File: src/rtl/dbg_trig_sema.sv
module dbg_trig_sema #(
  parameter int DW     = 32,
  parameter int AW     = 4,
  parameter int IDW    = 4,
  parameter int ID_CPU = 0,
  parameter int ID_DMA = 1,
  parameter int ID_NET = 2,
  parameter int ID_DBG = 8
) (
  input  logic          clk,
  input  logic          rst_n,
  input  logic          req,
  input  logic          wr,
  input  logic [AW-1:0] addr,
  input  logic [DW/8-1:0] be,
  input  logic [IDW-1:0] id,
  input  logic [DW-1:0] wdata,
  output logic          rdy,
  output logic [DW-1:0] rdata,
  output logic          trig_out
);
  localparam int BEW = DW / 8;
  localparam logic [AW-1:0] OFF_EN  = AW'(0);
  localparam logic [AW-1:0] OFF_ST  = AW'(4);
  localparam logic [AW-1:0] OFF_SEM = AW'(8);

  logic [DW-1:0] en_q, st_q, sem_q;

  wire full    = (be == {BEW{1'b1}});
  wire is_app  = (id == IDW'(ID_CPU)) || (id == IDW'(ID_DMA)) || (id == IDW'(ID_NET));
  wire is_dbg  = (id == IDW'(ID_DBG));
  wire known   = is_app || is_dbg;
  wire hit_en  = (addr == OFF_EN);
  wire hit_st  = (addr == OFF_ST);
  wire hit_sem = (addr == OFF_SEM);

  wire wr_full = req && wr && full;
  wire ld_en   = wr_full && is_dbg && hit_en;
  wire ld_st   = wr_full && is_dbg && hit_st;
  wire set_sem = wr_full && is_app && hit_sem;
  wire clr_sem = req && !wr && full && is_dbg && hit_sem;

  always_ff @(posedge clk or negedge rst_n) begin
    if (!rst_n) begin
      en_q     <= '0;
      st_q     <= '0;
      sem_q    <= '0;
      trig_out <= 1'b0;
    end else begin
      if (ld_en) en_q <= wdata;
      if (ld_st) st_q <= wdata;
      if (clr_sem)      sem_q <= '0;
      else if (set_sem) sem_q <= sem_q | wdata;
      trig_out <= |(sem_q & en_q);
    end
  end

  assign rdy = req;

  always_comb begin
    rdata = '0;
    if (req && !wr && known) begin
      if (hit_en)       rdata = en_q;
      else if (hit_st)  rdata = st_q;
      else if (hit_sem) rdata = sem_q;
    end
  end

  a_r3_or_keeps: assert property (@(posedge clk) disable iff (!rst_n)
    (req && wr && (be == {BEW{1'b1}}) && addr == OFF_SEM && id inside {IDW'(ID_CPU), IDW'(ID_DMA), IDW'(ID_NET)})
    |=> (sem_q == ($past(sem_q) | $past(wdata))));

  a_r4_read_clears: assert property (@(posedge clk) disable iff (!rst_n)
    (req && !wr && (be == {BEW{1'b1}}) && addr == OFF_SEM && id == IDW'(ID_DBG))
    |=> (sem_q == '0));

  a_r5_cfg_locked: assert property (@(posedge clk) disable iff (!rst_n)
    (req && wr && id != IDW'(ID_DBG)) |=> ($stable(en_q) && $stable(st_q)));

  a_r7_narrow_write: assert property (@(posedge clk) disable iff (!rst_n)
    (req && wr && be != {BEW{1'b1}}) |=> ($stable(en_q) && $stable(st_q) && $stable(sem_q)));

  a_r8_dbg_no_set: assert property (@(posedge clk) disable iff (!rst_n)
    (req && wr && id == IDW'(ID_DBG) && addr == OFF_SEM) |=> $stable(sem_q));

  a_r9_trig_follows: assert property (@(posedge clk) disable iff (!rst_n)
    1'b1 |=> (trig_out == $past(|(sem_q & en_q))));

  a_r2_idle_rdata: assert property (@(posedge clk) disable iff (!rst_n)
    !(req && !wr) |-> (rdata == '0));
endmodule

File: config.mk
export PLATFORM = sky130hd
export DESIGN_NAME = dbg_trig_sema
export DESIGN_NICKNAME = d
export VERILOG_FILES = /design/src/rtl/dbg_trig_sema.sv
export SDC_FILE = /design/constraint.sdc
export NUM_CORES = 1
export LEC_CHECK = 0
export ABC_AREA = 1
export CORE_MARGIN = 2
export CORE_UTILIZATION = 42
export CTS_BUF_LIST = sky130_fd_sc_hd__clkbuf_16
export CTS_CLUSTER_SIZE = 16
export DETAILED_ROUTE_END_ITERATION = 7
export SLEW_MARGIN = 20
export SYNTH_ARGS = -nofsm -noshare
export SYNTH_HDL_FRONTEND = slang
export SYNTH_SLANG_ARGS = --single-unit
export TNS_END_PERCENT = 5
File: constraint.sdc
create_clock -name clk -period 1.6 [get_ports clk]
set_input_delay 0.32 -clock clk [delete_from_list [all_inputs] [get_ports clk]]
set_output_delay 0.32 -clock clk [all_outputs]
set_load 0.02 [all_outputs]
==> run_results.csv <==
group,metric,value,unit
worst_setup_path,cp.arrival,1.52,ns
placement,place.gp.congestion,0.8462,
drt,initialDrtViolationCount,438,
timing,rsz0062_at_grt,"true",
timing,setup_viol,109,
logic_synthesis,syn_avg_cell_area,7.135,um^2
worst_setup_path,reg2reg_to,"trig_out$_DFF_PN0_",
floorplan,die-area,13490,um^2
logic_synthesis,synth_fa_ha_area_share,0,%
logic_synthesis,netlist_area,5280,um^2
layout,area_growth,50.76,%
drt,drcViolationCount,0,
global_routing,track_usage,27.49,%
layout,regArea,2427,um^2
logic_synthesis,synth.distinct_cells,20,
logic_synthesis,synth_top_family_by_area,"simple AND/OR/NAND/NOR gates",
layout,fillCellCount,1027,
worst_setup_path,cp-start-kind,"primary input",
timing,slew_viol_final,0,
run,timing.max_cap.violations,0,
worst_setup_path,crit_end,"rdata[17]",
placement,place_hpwl,10880,um
clocking,cts_tree,"done",
worst_setup_path,crit-reg2reg-launch,"en_q[29]$_DFFE_PN0P_",
logic_synthesis,muxShareOfSynthArea,0,%
worst_setup_path,crit_path_max_incr_delay,0.15,ns
timing,finalHoldViolCount,0,
run_status,violations,"setup timing",
drt,wl,17510,um
power,p_per_area,646.5,nW/um^2
floorplan,dieHeight,116.1,um
logic_synthesis,yosys-top-cells-area,"dfrtp_1 (46%), nand2_1 (14%), nand3_1 (12%), inv_1 (7.2%), o21ai_0 (5.7%)",
logic_synthesis,synth_compound_area_share,10.45,%
timing,clock_skew,0.004895,ns
timing,hold_ws,0.4030,ns
worst_setup_path,r2r_slack,0.37,ns
timing,relSlewSlack,80.31,%
logic_synthesis,yosysTopAreaCellShare,45.97,%
worst_setup_path,worstPathRequired,1.28,ns
worst_setup_path,reg2reg_depth,7,
drt,wl_per_cell,16.15,um
clocking,cts_buffers,9,
drt,vias_per_cell,5.164,
clocking,cts_buffer_depth,2,
worst_setup_path,path_common_cell,"buf_6",
worst_setup_path,cp-startpoint,"addr[1]",
clocking,cts_sinks,97,
min_path,hold_class,"in -> async",
layout,multi_input_area,2496,um^2
worst_setup_path,cp_max_fo,6,
logic_synthesis,synthCells,740,
worst_setup_path,endpoint_kind,"output port",
layout,nets,959,
logic_synthesis,ys_seq_area_share,45.97,%
worst_setup_path,cpMaxStageDelayCell,"buf_6",
global_routing,grt_overflow_total,0,
global_routing,antenna_found_initial,0,
drt,postRouteAntennaNets,0,
logic_synthesis,yosys.area_share.simple,30.73,%
logic_synthesis,synth_seq_cells,97,
clocking,cts_max_level,3,
timing,period_needed,1.843,ns
floorplan,core_area,12160,um^2
layout,postLayoutCoreUtil,65.45,%
layout,num_antenna_cells,0,
floorplan,rows,40,
clocking,clk_latency,0.35,ns
timing,fin_ws,-0.2427,ns
logic_synthesis,syn-num-nets,788,
timing,worst_pin_slew,0.2953,ns
power,ir_drop,0.3796,mV
layout,drive_above_1_share,28.38,%
floorplan,ioPinCount,82,
floorplan,die_x,116.1,um
drt,num_vias,5598,
global_routing,grt_max_degree,33,
drt,dr.pass1.iters,5,
logic_synthesis,synth_area_leader_cell,"dfrtp_1",
logic_synthesis,synth_xor_area_share,0,%
worst_setup_path,path_class,"in -> out",
timing,fmax,542.7,MHz
clocking,cts_root_buf,"clkbuf_16",
global_routing,grt_pass1_vias,5769,
run_status,outcome,"finished, violations left",
logic_synthesis,yosysWarnings,0,
timing,period_share,115.2,%
worst_setup_path,crit_chain,"buf_6, nor2_4, nand2_2, buf_6, nor2_4, buf_6, buf_12, buf_12, nand2_2, nand3_2, nor2_2, buf_6",
placement,port_buffers,81,
global_routing,grt_pass1_wl,28460,um
power,p_leak,3.820,nW
clocking,clk_pin_slew,0.06,ns
floorplan,initial_core_util,43.42,%
[placed cells by master, fill, tap and decap left out, types with 6 or more instances in the layout]
cell / count
nand3_2: 20
clkbuf_16: 9
a21oi_2: 8
buf_12: 24
o21ai_0: 43
nor2_4: 9
nand2_2: 16
nand2_1: 173
nand2_4: 8
nor2_2: 13
buf_4: 105
dfrtp_1: 97
nor2_1: 33
nand3_1: 108
a21oi_1: 24
clkdlybuf4s50_1: 36
inv_1: 100
o21ai_1: 33
buf_8: 6
buf_6: 22
[power by group]
| group | switching [mW] | internal, mW | leakage [nW] | total (mW) |
|---|---|---|---|---|
| Combinational | 0.372 | 0.360 | 2.50 | 0.733 |
| Sequential | 0.00455 | 2.46 | 1.19 | 2.47 |
| Clock | 0.924 | 1.02 | 0.134 | 1.95 |
[metal layers]
| layer | GRT usage (%) | part of all wire [%] | wire length, um | up-vias |
|---|---|---|---|---|
| met2 | 46.00 | 48 | 8353 | 221 |
| met1 | 36.49 | 43 | 7458 | 2664 |
| met3 | 3.996 | 7.6 | 1325 | 32 |
| met5 | 0 | 0 | 0 | - |
| met4 | 10.32 | 2.1 | 370 | 0 |
| li1 | - | - | - | 2681 |
[critical path: cells and delay by family]
kind | cells | cell delay (ns)
buffers and inverters | 6 | 0.72
and+or+nand+nor | 6 | 0.47
[flip-flops by register name (all words and copies together) (netlist names)]
| register | flops |
|---|---|
| trig_out | 1 |
| st_q | 32 |
| en_q | 32 |
| sem_q | 32 |
[logic make-up after synthesis]
logic type,Yosys count
AND/OR/NAND/NOR,382
AO/OA/AOI/OAI,110
buffers and inverters,151
flip-flops,97
[worst min path at each step]
| stage | end | startpoint | slack, ns |
|---|---|---|---|
| floorplan | en_q[0]$_DFFE_PN0P_ | rst_n | 0.02 |
| global placement | en_q[7]$_DFFE_PN0P_ | rst_n | 0.23 |
| detailed placement | en_q[6]$_DFFE_PN0P_ | rst_n | 0.23 |
| CTS | st_q[0]$_DFFE_PN0P_ | rst_n | 0.41 |
| global route | en_q[7]$_DFFE_PN0P_ | rst_n | 0.43 |
| finish | en_q[7]$_DFFE_PN0P_ | rst_n | 0.40 |
[cell type report]
type                       count  share of cell area (%)
tap                          168                   2.641
multi-input combinational    492                   31.36
timing repair buffer         208                   27.37
sequential                    97                   30.49
clock buffer                   9                   2.829
inverter                     103                   4.920
clock inverter                 7                  0.3930
[what timing repair did]
action                                  in CTS  in global routing
gates resized for setup                    291                 51
endpoints found under the setup margin      69                129
hold buffers                                 1                  0
setup buffers                               36                  3
pin swaps                                   32                 16
hold endpoints to repair                    16                  0
cloned                                       5                  0
[synthesized netlist by cell type (all sizes together)]
cell type  count
nand2        197
nand3        129
inv          103
dfrtp         97
o21ai         77
nor2          55
buf           43
a21oi         32
clkbuf         5
nand4          1
o22ai          1
[per-stage QoR]
stage | TNS (ns) | instances | power, mW | setup slack [ns] | area, um^2
after floorplan | 0 | 740 | 2.683 | 0.009112 | 5280
after global placement | -73.30 | 1024 | 3.062 | -1.023 | 6860
after detailed placement | -76.94 | 1024 | 3.070 | -1.056 | 6860
after CTS | -6.956 | 1081 | 5.153 | -0.2615 | 7809
after global routing | -20.64 | 1084 | 5.317 | -0.2942 | 7960
final | -10.36 | 1084 | 5.146 | -0.2427 | 7960
(Power assumes the default switching activity.)
